==> src/rtl/frac_rt_pkg.sv <==
package frac_rt_pkg;
  localparam int REG_W   = 32;
  localparam int FIELD_W = 12;

  localparam int OFS_STEP   = 'h0;
  localparam int OFS_DIV    = 'h4;
  localparam int OFS_CNT_LO = 'h8;
  localparam int OFS_CNT_HI = 'hC;

  typedef struct packed {
    logic cfgClear;
    logic loRd;
  } dpStrobes_t;
endpackage

==> src/rtl/frac_rt_ctrl.sv <==
module frac_rt_ctrl
  import frac_rt_pkg::*;
#(
  parameter int CNT_W  = 64,
  parameter int ADDR_W = 4
) (
  input  logic               clk,
  input  logic               rst,
  input  logic               wrEn,
  input  logic               rdEn,
  input  logic [ADDR_W-1:0]  addr,
  input  logic [REG_W-1:0]   wrData,
  input  logic [CNT_W/2-1:0] cntLo,
  input  logic [CNT_W/2-1:0] hiShadow,
  output logic [FIELD_W-1:0] stepVal,
  output logic [FIELD_W-1:0] divVal,
  output dpStrobes_t         strb,
  output logic [REG_W-1:0]   rdData
);
  localparam int HALF_W = CNT_W / 2;

  logic [REG_W-1:0] stepReg;
  logic [REG_W-1:0] divReg;
  logic selStep, selDiv, selLo, selHi;

  assign selStep = (addr == ADDR_W'(OFS_STEP));
  assign selDiv  = (addr == ADDR_W'(OFS_DIV));
  assign selLo   = (addr == ADDR_W'(OFS_CNT_LO));
  assign selHi   = (addr == ADDR_W'(OFS_CNT_HI));

  always_ff @(posedge clk) begin
    if (rst) begin
      stepReg <= '0;
      divReg  <= '0;
    end else if (wrEn) begin
      if (selStep) stepReg <= wrData;
      if (selDiv)  divReg  <= wrData;
    end
  end

  assign stepVal       = stepReg[FIELD_W-1:0];
  assign divVal        = divReg[FIELD_W-1:0];
  assign strb.cfgClear = wrEn && (selStep || selDiv);
  assign strb.loRd     = rdEn && selLo;

  always_ff @(posedge clk) begin
    if (rst) begin
      rdData <= '0;
    end else if (rdEn) begin
      if (selStep)     rdData <= stepReg;
      else if (selDiv) rdData <= divReg;
      else if (selLo)  rdData <= REG_W'(cntLo);
      else if (selHi)  rdData <= REG_W'(hiShadow);
      else             rdData <= '0;
    end
  end

  AST_RD_HOLD: assert property (@(posedge clk) disable iff (rst)
    !rdEn |=> $stable(rdData));
  AST_CFG_KEEPS_ALL_BITS: assert property (@(posedge clk) disable iff (rst)
    (wrEn && selDiv) |=> (divReg == $past(wrData)));

  initial begin
    assert (HALF_W <= REG_W && CNT_W % 2 == 0) else $error("count width unsupported");
  end
endmodule

==> src/rtl/frac_rt_datapath.sv <==
module frac_rt_datapath
  import frac_rt_pkg::*;
#(
  parameter int CNT_W = 64
) (
  input  logic               clk,
  input  logic               rst,
  input  dpStrobes_t         strb,
  input  logic [FIELD_W-1:0] stepVal,
  input  logic [FIELD_W-1:0] divVal,
  output logic [CNT_W-1:0]   cnt,
  output logic [CNT_W/2-1:0] hiShadow
);
  localparam int HALF_W = CNT_W / 2;
  localparam int SUM_W  = FIELD_W + 1;

  logic [FIELD_W-1:0] acc;
  logic [FIELD_W-1:0] accNext;
  logic [SUM_W-1:0]   sum;
  logic               cntInc;

  assign sum = {1'b0, acc} + {1'b0, stepVal};

  always_comb begin
    accNext = acc;
    cntInc  = 1'b0;
    if (strb.cfgClear) begin
      accNext = '0;
    end else if (divVal == '0) begin
      accNext = acc;
    end else if (stepVal >= divVal) begin
      accNext = '0;
      cntInc  = 1'b1;
    end else if (sum >= {1'b0, divVal}) begin
      accNext = FIELD_W'(sum - {1'b0, divVal});
      cntInc  = 1'b1;
    end else begin
      accNext = sum[FIELD_W-1:0];
    end
  end

  always_ff @(posedge clk) begin
    if (rst) begin
      acc <= '0;
      cnt <= '0;
    end else begin
      acc <= accNext;
      if (cntInc) cnt <= cnt + CNT_W'(1);
    end
  end

  always_ff @(posedge clk) begin
    if (rst)            hiShadow <= '0;
    else if (strb.loRd) hiShadow <= cnt[CNT_W-1:HALF_W];
  end

  AST_ACC_BELOW_DIV: assert property (@(posedge clk) disable iff (rst)
    (divVal != '0) |-> (acc < divVal));
  AST_STEP_AT_MOST_ONE: assert property (@(posedge clk) disable iff (rst)
    1'b1 |=> (cnt == $past(cnt) || cnt == $past(cnt) + CNT_W'(1)));
  AST_CLEAR_NO_INC: assert property (@(posedge clk) disable iff (rst)
    strb.cfgClear |=> (cnt == $past(cnt) && acc == '0));
  AST_ZERO_DIV_HOLD: assert property (@(posedge clk) disable iff (rst)
    (divVal == '0 && !strb.cfgClear) |=> $stable(cnt));
  AST_FULL_RATE: assert property (@(posedge clk) disable iff (rst)
    (divVal != '0 && stepVal >= divVal && !strb.cfgClear) |=> (cnt == $past(cnt) + CNT_W'(1)));
  AST_SHADOW_ON_LO: assert property (@(posedge clk) disable iff (rst)
    strb.loRd |=> (hiShadow == $past(cnt[CNT_W-1:HALF_W])));
endmodule

==> src/rtl/frac_rt_counter.sv <==
module frac_rt_counter
  import frac_rt_pkg::*;
#(
  parameter int CNT_W  = 64,
  parameter int ADDR_W = 4
) (
  input  logic              clk,
  input  logic              rst,
  input  logic              wrEn,
  input  logic              rdEn,
  input  logic [ADDR_W-1:0] addr,
  input  logic [31:0]       wrData,
  output logic [31:0]       rdData,
  output logic [CNT_W-1:0]  countOut
);
  localparam int HALF_W = CNT_W / 2;

  dpStrobes_t         strb;
  logic [FIELD_W-1:0] stepVal;
  logic [FIELD_W-1:0] divVal;
  logic [CNT_W-1:0]   cnt;
  logic [HALF_W-1:0]  hiShadow;

  frac_rt_ctrl #(.CNT_W(CNT_W), .ADDR_W(ADDR_W)) u_ctrl (
    .clk(clk), .rst(rst), .wrEn(wrEn), .rdEn(rdEn), .addr(addr),
    .wrData(wrData), .cntLo(cnt[HALF_W-1:0]), .hiShadow(hiShadow),
    .stepVal(stepVal), .divVal(divVal), .strb(strb), .rdData(rdData)
  );

  frac_rt_datapath #(.CNT_W(CNT_W)) u_dp (
    .clk(clk), .rst(rst), .strb(strb), .stepVal(stepVal), .divVal(divVal),
    .cnt(cnt), .hiShadow(hiShadow)
  );

  assign countOut = cnt;
endmodule

==> config.mk <==
export PLATFORM = sky130hd
export DESIGN_NAME = frac_rt_counter
export DESIGN_NICKNAME = d
export VERILOG_FILES = /design/src/rtl/frac_rt_pkg.sv /design/src/rtl/frac_rt_ctrl.sv /design/src/rtl/frac_rt_datapath.sv /design/src/rtl/frac_rt_counter.sv
export SDC_FILE = /design/constraint.sdc
export NUM_CORES = 1
export LEC_CHECK = 0
export BUFFER_PORTS_ARGS = -buffer_cell sky130_fd_sc_hd__buf_2
export CAP_MARGIN = 0
export CORE_MARGIN = 4
export CORE_UTILIZATION = 55
export CTS_BUF_LIST = sky130_fd_sc_hd__clkbuf_4
export CTS_CLUSTER_DIAMETER = 200
export DETAILED_ROUTE_END_ITERATION = 6
export PLACE_DENSITY = 0.76
export SYNTH_ARGS = -nofsm -noshare
export SYNTH_HDL_FRONTEND = slang
export SYNTH_SLANG_ARGS = --single-unit
==> constraint.sdc <==
create_clock -name clk -period 4.8 [get_ports clk]
set_clock_uncertainty 0.05 [all_clocks]
set_input_delay 0.24 -clock clk [delete_from_list [all_inputs] [get_ports clk]]
set_output_delay 0.24 -clock clk [all_outputs]
set_load 0.005 [all_outputs]
# Word level (Yosys, flattened, before mapping)
# Cells that the tools add are included.
# W data, S select, Z words.
[classes]
n_addsub = 3
magnitude_cmp = 2
n_eq_ne = 3
mux = 10
reduce_logical = 8
[ops]
columns = ["cell", "count"]
rows = [
  ["$mux W32", 4],
  ["$add A64 B1 Y64 const B", 1],
  ["$mux W12", 2],
  ["$add A12 B12 Y13", 1],
  ["$ge A13 B12 Y1", 1],
  ["$ge A12 B12 Y1", 1],
  ["$logic_not A12 Y1", 1],
  ["$sub A12 B12 Y12", 1],
  ["$eq A4 B4 Y1 const B", 2],
  ["$eq A4 B3 Y1 const B", 1],
  ["$logic_not A4 Y1", 1],
  ["$mux W1", 4],
  ["$reduce_and A2 Y1", 2],
  ["$logic_and A1 B1 Y1", 2],
  ["$reduce_or A2 Y1", 1],
  ["$logic_or A1 B1 Y1", 1],
]
[totals]
reg_bits = 204
out_inout_bits = 96
wordCells = 32

# Longest topological paths before layout
# Gate-level depths: netlist (run 1).
[logic_depth]
depth_word = 6
mapped_depth = 17
mapped_depth_nobuf = 15

# Modules after synthesis
# Synthesis (run 1) repeated with hierarchy kept, for this count alone.
[hier_totals]
cells_unflattened = 1290
hier_area_um2 = 10700.3
[by_module_without_submodules]
columns = ["module", "instances", "cells_per_inst", "area_each_um2"]
rows = [
  ["frac_rt_datapath", 1, 712, 5995.8],
  ["frac_rt_ctrl", 1, 578, 4704.5],
]

# Worst setup path before layout (run 1)
# Ideal clock, no wire load.
[synth_path]
path_kind = "reg2reg"
from = "register u_ctrl.stepReg[2]"
to = "register u_dp.cnt[60]"
t_arrival_ps = 3835
required_ps = 4629
setup_slack_ps = 795
path_stages_with_launch = 15
n_path_buf = 1
period_less_slack_ps = 4005
path_cell_list = "dfxtp_1 -> ha_1 -> and3_1 -> a221oi_1 -> a211oi_1 -> a211oi_1 -> xnor2_1 -> ha_1 -> nand4_1 -> o311a_1 -> a21oi_1 -> nor3_1 -> clkbuf_1 -> nor4b_1 -> mux2_2"
[synth_between]
elab_chain_len = 6
word_cells_on_any_way = 7
classes_between = "add/sub: 1; order compare: 2; mux: 4"
[synth_lines]
columns = ["item", "line", "text"]
rows = [
  ["start, declared", "frac_rt_ctrl.sv:22", "logic [REG_W-1:0] stepReg;"],
  ["start signal, assigned", "frac_rt_ctrl.sv:36", "if (selStep) stepReg <= wrData;"],
  ["$add A12 B12 Y13", "frac_rt_datapath.sv:22", "assign sum = {1'b0, acc} + {1'b0, stepVal};"],
  ["$ge A13 B12 Y1", "frac_rt_datapath.sv:34", "end else if (sum >= {1'b0, divVal}) begin"],
  ["$mux W1", "frac_rt_datapath.sv:34", ""],
  ["$mux W1 *", "frac_rt_datapath.sv:31", "end else if (stepVal >= divVal) begin"],
  ["$mux W1 *", "frac_rt_datapath.sv:29", "end else if (divVal == '0) begin"],
  ["$mux W1 *", "frac_rt_datapath.sv:27", "if (strb.cfgClear) begin"],
  ["end signal, assigned", "frac_rt_datapath.sv:48", "if (cntInc) cnt <= cnt + CNT_W'(1);"],
  ["end, declared", "frac_rt_datapath.sv:11", "output logic [CNT_W-1:0] cnt,"],
]
# Mark *: on every way between the ends. The rest lies on a longest branch, timed or not.
# A chain may end at the register's enable or synchronous reset.

# Worst setup path in the final report (run 1)
[layout_path]
from = "register u_ctrl.stepReg[2]"
to = "register u_dp.cnt[2]"
# The elaborated chain is that of the path after synthesis.

==> results of run 1 <==
-- cells by family after synthesis --
logic type	share of synthesized area, %
buffers and inverters	4.30
AO/OA/AOI/OAI	20.5
multiplexers	2.40
AND/OR/NAND/NOR	27.6
flip-flops	38.8
adder cells (fa/ha/maj)	4.78
XOR/XNOR	1.58
-- timing repair --
action	CTS	global route
resized for setup	0	3
hold endpoints to repair	64	0
endpoints found under the setup margin	0	22
hold buffers	32	0
-- sequential cells by signal (all words and copies together) (netlist names) --
| name | count |
|---|---|
| u_dp.cnt | 64 |
| u_ctrl.rdData | 32 |
| u_ctrl.stepReg | 32 |
| u_ctrl.divReg | 32 |
| u_dp.acc | 12 |
| u_dp.hiShadow | 32 |
-- per-layer routing --
metal / vias up / share of wire, % / global-route usage, %
met5: - / 0.086 / 0
li1: 5154 / - / -
met2: 452 / 45 / 44.2
met1: 4913 / 44 / 39.7
met4: 4 / 1.8 / 8.23
met3: 54 / 9.1 / 6.24
-- critical path, cell delays in order, from the launching register on --
cell	delay [ns]
dfxtp_1	0.35
ha_1	0.37
and3_1	0.21
a221oi_1	0.46
a211oi_1	0.20
a211oi_1	0.33
xnor2_1	0.19
ha_1	0.33
o21ai_0	0.17
nand2b_1	0.10
a211oi_1	0.41
a21oi_4	0.12
o31ai_4	0.49
buf_4	0.31
nor2_1	0.06
mux2_2	0.26
-- power by group through the flow --
stage | Sequential [uW] | Clock, uW | Combinational (uW)
global route | 1740 | 1610 | 414
detailed placement | 1770 | 0 | 342
finish | 1740 | 1480 | 382
CTS | 1730 | 1510 | 365
global placement | 1770 | 0 | 339
floorplan | 1770 | 0 | 222
-- cell type report --
class / count / area share, %
Clock buffer: 82 / 4.99
Timing Repair Buffer: 186 / 9.28
Multi-Input combinational cell: 1022 / 49.1
Clock inverter: 9 / 0.345
Tap cell: 234 / 2.37
Antenna cell: 1 / 0.0203
Inverter: 26 / 0.791
Sequential cell: 204 / 33.1
-- layout by cell type (no fill, tap or decap), drive strengths merged, types with 13 or more instances in the layout --
cell         Yosys  layout
nor3            16      16
inv             26      27
xnor2           14      14
dfxtp          204     204
buf              5     154
o31ai           17      18
nor2            79      79
nand4           29      29
a21oi          148     148
nand3           30      30
nor4            13      13
o21ai           74      74
a311oi          32      32
or4             30      30
a22o            32      32
dlygate4sd3      0      32
nand2b          40      40
nor2b           26      26
ha              37      37
or3             26      26
clkbuf          88      82
nand2          271     271
mux2            18      18
-- through the flow --
stage,setup slack (ns),util (%),power [uW],hold slack [ns]
finish,0.291,65.7,3600,0.0874
detailed placement,0.126,60.4,2110,0.392
global placement,0.253,60.4,2110,0.386
floorplan,0.795,-,1990,0.326
CTS,0.112,65.6,3610,0.0415
global route,0.0635,65.7,3760,0.0753
-- worst min path at each step --
stage	end	slack, ns	start	depth (start not counted)
2_1_floorplan	u_ctrl.divReg[12]	0.33	wrData[12]	2
3_3_place_gp	u_dp.hiShadow[31]	0.39	u_dp.hiShadow[31]	2
3_5_place_dp	u_dp.hiShadow[26]	0.39	u_dp.hiShadow[26]	2
4_1_cts	u_dp.cnt[1]	0.04	rst	2
5_1_grt	u_dp.cnt[1]	0.08	rst	2
6_report	u_dp.cnt[1]	0.09	rst	2
==> results.toml, run 1 <==
[clocking]
cts-buffers-inserted = 54
clockBufferDepth = 3
path_clk_slew_ns = 0.07
clock_sink_count = 204
cts_tree = "built"
clk_latency_ns = 0.68
postCtsSetupRepairBufs = 0
htreeDepth = 2
root_buffer = "clkbuf_4"

[global_routing]
gr-total-overflow = 0
grt_start_max_net_pins = 131
grt_pass1_vias = 9849
grt_pass1_wl_um = 50600
antenna_found_initial = 3
track_usage_pct = 28.3

[die]
initial_core_util_pct = 56.0
ios = 136
die_area_sq_um = 21400
fp.dieH_um = 146
rows = 50
core_sq_um = 18800
die_x_um = 146

[drt]
ant_nets = 0
drt-initial-drc-count = 1127
drtPass1Iterations = 6
vias = 10600
wirelength_um = 31500
via_per_inst = 6.00
route.detailed.wl_per_inst_um = 17.9
drc = 0

[critical_path]
worstSetupEndpoint = "u_dp.cnt[2]"
cp-start-kind = "flip-flop"
regToRegStartpoint = "u_ctrl.stepReg[2]"
r2r.worst_path.cells = 15
r2r_end = "u_dp.cnt[2]"
crit_type = "flip-flop to flip-flop"
arrival_ns = 5.03
crit_required_ns = 5.32
worstSetupEndpointType = "flip-flop"
critPathMaxFanout = 16
crit_path_start = "u_ctrl.stepReg[2]"
rrSetupSlack_ns = 0.29

[synthesis]
yosysSeqAreaShare_pct = 38.8
synthesis.area_sq_um = 10500
ys_async_sr_fraction_pct = 0
yosysMostFrequentCell = "nand2_1"
syn_inst = 1344
synth.distinct_cells = 65
synthesis.nets = 1423
synth_top_area_cell = "dfxtp_1"
synth_area_leaders = "dfxtp_1 (39%), nand2_1 (9.7%), a21oi_1 (7.0%), ha_1 (4.4%), o21ai_0 (3.5%)"
synthTopCellsByCount = "nand2_1 (271), dfxtp_1 (204), a21oi_1 (148), clkbuf_1 (88), nor2_1 (79)"
synth-edff-count = 0
synth_top_area_share_pct = 38.8
synth-seq-cells = 204
synth.avg_cell_area_sq_um = 7.82
yosysWarningCount = 0
ys.flop_type = "dfxtp_1"

[power]
seqPwrFrac_pct = 48.2
intPower_uw = 2630
p_clk_share_pct = 41.2
cellPowerDensity_nw_per_um2 = 292
switching_share_pct = 27.1
ir_worst_vdd_v = 0.000175
p_sw_uw = 976
p_leak_uw = 0.00469
power_frac_comb_pct = 10.6

[layout]
multi_input_area_sq_um = 6050
fin_cells = 1764
drive_gt1_share_pct = 18.2
regArea_sq_um = 4080
nFillCells = 1680
design_area_sq_um = 12300
synthToLayoutAreaGrowth_pct = 17.3
layout.nets = 1573

[timing]
rsz0062_at_grt = "no"
setup_violations = 0
finalMaxSlewViolations = 0
slew_headroom_pct = 26.7
period_needed_ns = 4.51
fmax_mhz = 222
hold_violations = 0
tightest_slew_ns = 1.10
finalSetupTns_ns = 0
min_period_over_period_pct = 93.9

[placement]
placed_area_sq_um = 11300
gp_congestion = 0.897
placed_cells = 1639
dpl.hpwl_um = 21200
port_buffers = 135

[flow_run]
drv_cap = 0

[hold_path]
hp-class = "primary input to flip-flop"

[outcome]
status = "finished, final reports clean"
No activity file was read; power rests on OpenSTA's default activity.
==> run 2, diff against run 1 <==
--- a/config.mk
+++ b/config.mk
@@ -5,7 +5,7 @@
 export SDC_FILE = /design/constraint.sdc
 export NUM_CORES = 1
 export LEC_CHECK = 0
-export BUFFER_PORTS_ARGS = -buffer_cell sky130_fd_sc_hd__buf_2
+export BUFFER_PORTS_ARGS = -buffer_cell sky130_fd_sc_hd__buf_4
 export CAP_MARGIN = 0
 export CORE_MARGIN = 4
 export CORE_UTILIZATION = 55
==> constraint.sdc (replaced) <==
create_clock -name clk -period 4.8 [get_ports clk]
set_clock_uncertainty 0.05 [all_clocks]
set_input_delay 0.96 -clock clk [delete_from_list [all_inputs] [get_ports clk]]
set_output_delay 0.96 -clock clk [all_outputs]
set_load 0.005 [all_outputs]
==> run 2 against run 1 <==
Wire length down 3.6%. Critical path type unchanged. Largest cell class unchanged. Critical endpoint is now u_dp.cnt[46]. Maximum frequency grew 1.1%. Worst hold slack better by 0.31 ns.
==> results.toml, run 2 (synthesis gave the netlist of run 1 again) <==
[drt]
drc = 0
vias = 10300
wirelength_um = 30400
route.detailed.wl_per_inst_um = 17.6
drtPass1Iterations = 5
drt-initial-drc-count = 949
ant_nets = 0
via_per_inst = 5.97

[clocking]
cts_tree = "built"
postCtsSetupRepairBufs = 0
htreeDepth = 2
clock_sink_count = 204
clk_latency_ns = 0.67
root_buffer = "clkbuf_4"
clockBufferDepth = 3
path_clk_slew_ns = 0.06
cts-buffers-inserted = 53

[timing]
fin_hold_ws_ns = 0.399
period_needed_ns = 4.46
finalMaxSlewViolations = 0
fmax_mhz = 224
finalSetupTns_ns = 0
slew_headroom_pct = 39.9
rsz0062_at_grt = "no"
min_period_over_period_pct = 92.9
setup_violations = 0
hold_violations = 0
tightest_slew_ns = 0.879

[global_routing]
grt_pass1_vias = 9529
grt_start_max_net_pins = 100
antenna_found_initial = 1
gr-total-overflow = 0
track_usage_pct = 27.7
grt_pass1_wl_um = 49700

[hold_path]
hp-class = "flip-flop to flip-flop"

[flow_run]
drv_cap = 0

[outcome]
status = "finished, final reports clean"

[layout]
regMostFlops = "u_dp.cnt"
drive_gt1_share_pct = 18.3
final_cell_mix = "nand2_1 (271), dfxtp_1 (204), buf_4 (155)"
final_core_util_pct = 65.4
nFillCells = 1689
final_common_cell = "nand2_1"
synthToLayoutAreaGrowth_pct = 16.8
largest_register_ffs = 64
layout.nets = 1541

[critical_path]
crit_type = "flip-flop to flip-flop"
arrival_ns = 4.97
critPathMaxFanout = 32
worstSetupEndpointType = "flip-flop"
cp-start-kind = "flip-flop"
crit_required_ns = 5.31

[die]
rows = 50
core_sq_um = 18800
die_x_um = 146
die_area_sq_um = 21400
ios = 136
fp.dieH_um = 146
initial_core_util_pct = 56.0

[placement]
port_buffers = 135
gp_congestion = 0.917
dpl.hpwl_um = 21200

[power]
p_total_uw = 3490
ir_worst_vdd_v = 0.000152
p_leak_uw = 0.00457
cellPowerDensity_nw_per_um2 = 284
-- run 2: cell type report --
class                      instances  area, sq um  area share [%]
clock buffer                      74          556            4.52
inverter                          26         97.6           0.795
antenna                            1         2.50          0.0204
multi-input combinational       1021         6030            49.1
timing repair buffer             156         1170            9.57
clock inverter                     9         41.3           0.336
sequential                       204         4080            33.2
tap                              234          293            2.38
-- run 2: repair_timing --
action / 4_1_cts / 5_1_grt
resized for setup: 0 / 1
hold buffers: 0 / 0
setup endpoints to repair: 0 / 26
-- run 2: final timing paths --
path / startpoint / to / slack, ns / depth (start not counted)
max: u_ctrl.stepReg[0] / u_dp.cnt[46] / 0.34 / 17
min: u_dp.hiShadow[3] / u_dp.hiShadow[3] / 0.40 / 2
max reg2reg: u_ctrl.stepReg[0] / u_dp.cnt[46] / 0.34 / 17
min reg2reg: u_dp.hiShadow[3] / u_dp.hiShadow[3] / 0.40 / 2
-- run 2: metrics by stage --
step                      worst slack, ns  cell area, sq um  instances
final                               0.340             12300       1725
after global routing               0.0275             12300       1725
after CTS                           0.220             12300       1724
after detailed placement            0.251             11700       1641
after global placement              0.378             11700       1641
after floorplan                     0.795             10500       1344
-- run 2: layer usage --
metal | GRT usage, % | wire length, um | up-vias
met5 | 0 | 0 | -
met4 | 7.76 | 566 | 0
met3 | 5.15 | 2340 | 51
met2 | 43.1 | 13600 | 386
met1 | 39.5 | 13900 | 4806
li1 | - | - | 5059
-- run 2: worst max-delay path, cell delays in order (launching register included) --
cell and delay (ns):
dfxtp_1 0.33, ha_1 0.23, fa_1 0.45, a211oi_1 0.36
o211ai_1 0.21, a31oi_1 0.20, nor2b_1 0.06, o31a_1 0.25
ha_1 0.33, o21ai_0 0.10, nand2b_1 0.10, a211oi_1 0.08
a21oi_1 0.32, buf_4 0.21, nor3_2 0.04, buf_4 0.26
nor4_1 0.38, mux2_2 0.38
-- run 2: power by group --
part	total [uW]	switching [uW]	leakage, uW	internal (uW)
clock	1390	692	0.000364	700
sequential	1740	17.8	0.00165	1720
combinational	364	227	0.00255	137
total	3490	937	0.00457	2550
==> run 3, diff against run 2 <==
--- a/config.mk
+++ b/config.mk
@@ -7,7 +7,7 @@
 export LEC_CHECK = 0
 export BUFFER_PORTS_ARGS = -buffer_cell sky130_fd_sc_hd__buf_4
 export CAP_MARGIN = 0
-export CORE_MARGIN = 4
+export CORE_MARGIN = 5
 export CORE_UTILIZATION = 55
 export CTS_BUF_LIST = sky130_fd_sc_hd__clkbuf_4
 export CTS_CLUSTER_DIAMETER = 200
==> run 3 against run 2 <==
Sequential cell count unchanged. Maximum frequency up 2.2%. Clock power up 7%. Sequential power about the same. Critical endpoint is now u_dp.cnt[7]. Largest cell class unchanged. Largest power group unchanged.
==> results.toml, run 3 (synthesis gave the netlist of run 1 again) <==
[outcome]
status = "finished, final reports clean"

[power]
p_clk_share_pct = 41.4
cellPowerDensity_nw_per_um2 = 291
p_leak_uw = 0.00462
switching_share_pct = 27.0
power_frac_comb_pct = 10.4
ir_worst_vdd_v = 0.000165
seqPwrFrac_pct = 48.2
p_sw_uw = 972
intPower_uw = 2630

[die]
ios = 136
die_x_um = 148
fp.dieH_um = 148
core_sq_um = 18800
rows = 50
initial_core_util_pct = 56.0
die_area_sq_um = 22000

[layout]
regMostFlops = "u_dp.cnt"
largest_register_ffs = 64
final_core_util_pct = 66.0
nFillCells = 1659
synthToLayoutAreaGrowth_pct = 17.7
drive_gt1_share_pct = 18.7
antennaDiodeCount = 0
final_cell_mix = "nand2_1 (271), dfxtp_1 (204), buf_4 (153)"
final_common_cell = "nand2_1"
layout.nets = 1543

[critical_path]
r2r_end = "u_dp.cnt[7]"
cp_cell_sequence = "ha_1, fa_1, a211oi_1, o211ai_1, a31oi_1, nor2b_1, o31a_1, ha_1, o21ai_0, nand2b_1, a211oi_1, a21oi_1, buf_4, o31ai_4, buf_12, buf_4, or4_2, a21oi_1"
slowest_stage = "or4_2"
regToRegStartpoint = "u_ctrl.stepReg[0]"
worst-path-buf-inv = 3
arrival_ns = 4.90
crit_type = "flip-flop to flip-flop"
worstSetupEndpointType = "flip-flop"
critPathMaxFanout = 8
cp-start-kind = "flip-flop"
crit_required_ns = 5.34
rrSetupSlack_ns = 0.44
slowest_delay_ns = 0.64
crit_family = "compound AO/OA/AOI/OAI gates"
r2r.worst_path.cells = 18

[timing]
fmax_mhz = 229
worst_slack_ns = 0.438
rsz0062_at_grt = "no"
hold_violations = 0
finalSetupTns_ns = 0
tightest_slew_ns = 0.910
setup_violations = 0
min_period_over_period_pct = 90.9
finalMaxSlewViolations = 0
slew_headroom_pct = 37.8
period_needed_ns = 4.36

[drt]
via_per_inst = 6.02
ant_nets = 0
wirelength_um = 31000
drt-initial-drc-count = 973
route.detailed.wl_per_inst_um = 17.9
drc = 0
vias = 10400
drtPass1Iterations = 5

[hold_path]
hold_depth = 2
min_to = "u_dp.hiShadow[18]"
hold_start = "u_dp.hiShadow[18]"
hp-class = "flip-flop to flip-flop"

[placement]
port_buffers = 135
detailedPlace.worstSlack_ns = 0.327
gp_congestion = 0.914
dpl.hpwl_um = 21300

[clocking]
cts-buffers-inserted = 55
clk_latency_ns = 0.70
htreeDepth = 2
clock_sink_count = 204
clockBufferDepth = 3
ctsHoldBuffers = 0
cts_tree = "built"
path_clk_slew_ns = 0.06
root_buffer = "clkbuf_4"

[global_routing]
gr-total-overflow = 0
track_usage_pct = 27.4
antenna_found_initial = 0
grt_pass1_vias = 9677
grt_start_max_net_pins = 90
grt_pass1_wl_um = 49700

[flow_run]
drv_cap = 0
[run 3: power groups by stage]
stage	Combinational, uW	Sequential (uW)	Clock (uW)
2_1_floorplan	222	1770	0
4_1_cts	362	1740	1520
5_1_grt	407	1740	1620
3_3_place_gp	357	1770	0
3_5_place_dp	360	1770	0
6_report	374	1740	1490
[run 3: final cells by class]
type,count,area (sq um),share of cell area (%)
Sequential cell,204,4080,33.0
Timing Repair Buffer,156,1200,9.69
Multi-Input combinational cell,1021,6030,48.8
Inverter,26,97.6,0.788
Clock buffer,81,608,4.91
Clock inverter,12,61.3,0.495
Tap cell,234,293,2.37
[run 3: per-layer routing]
metal | share of wire [%] | GRT usage (%)
met1 | 45 | 38.8
met2 | 45 | 42.1
met3 | 8.1 | 5.76
met4 | 2.1 | 8.68
met5 | 0 | 0
[run 3: worst reg2reg max path, stage by stage (launching register included)]
cell and delay, ns:
dfxtp_1 0.34, ha_1 0.24, fa_1 0.42, a211oi_1 0.35, o211ai_1 0.22, a31oi_1 0.22
nor2b_1 0.07, o31a_1 0.25, ha_1 0.32, o21ai_0 0.10, nand2b_1 0.10, a211oi_1 0.08
a21oi_1 0.12, buf_4 0.18, o31ai_4 0.07, buf_12 0.18, buf_4 0.16, or4_2 0.64
a21oi_1 0.17
[run 3: worst max path at each step]
stage | slack, ns | cells after the start | endpoint | start
finish | 0.44 | 18 | u_dp.cnt[7] | u_ctrl.stepReg[0]
global route | 0.16 | 16 | u_dp.cnt[7] | u_ctrl.stepReg[1]
CTS | 0.26 | 16 | u_dp.cnt[2] | u_ctrl.stepReg[2]
detailed placement | 0.33 | 16 | u_dp.cnt[2] | u_ctrl.stepReg[2]
global placement | 0.40 | 16 | u_dp.cnt[2] | u_ctrl.stepReg[2]
floorplan | 0.79 | 14 | u_dp.cnt[60] | u_ctrl.stepReg[2]
[run 3: repair_timing]
item / 4_1_cts / 5_1_grt
buffers inserted: 0 / 3
hold endpoints to repair: 0 / 0
endpoints found under the setup margin: 0 / 14
gates resized for setup: 0 / 1
[run 3: per-stage QoR]
step / total power (uW) / hold WS (ns) / cell area, sq um / cells
2_1_floorplan: 1990 / 0.379 / 10500 / 1344
3_3_place_gp: 2130 / 0.387 / 11700 / 1638
3_5_place_dp: 2130 / 0.391 / 11700 / 1638
4_1_cts: 3620 / 0.399 / 12300 / 1731
5_1_grt: 3760 / 0.414 / 12400 / 1734
6_report: 3600 / 0.399 / 12400 / 1734
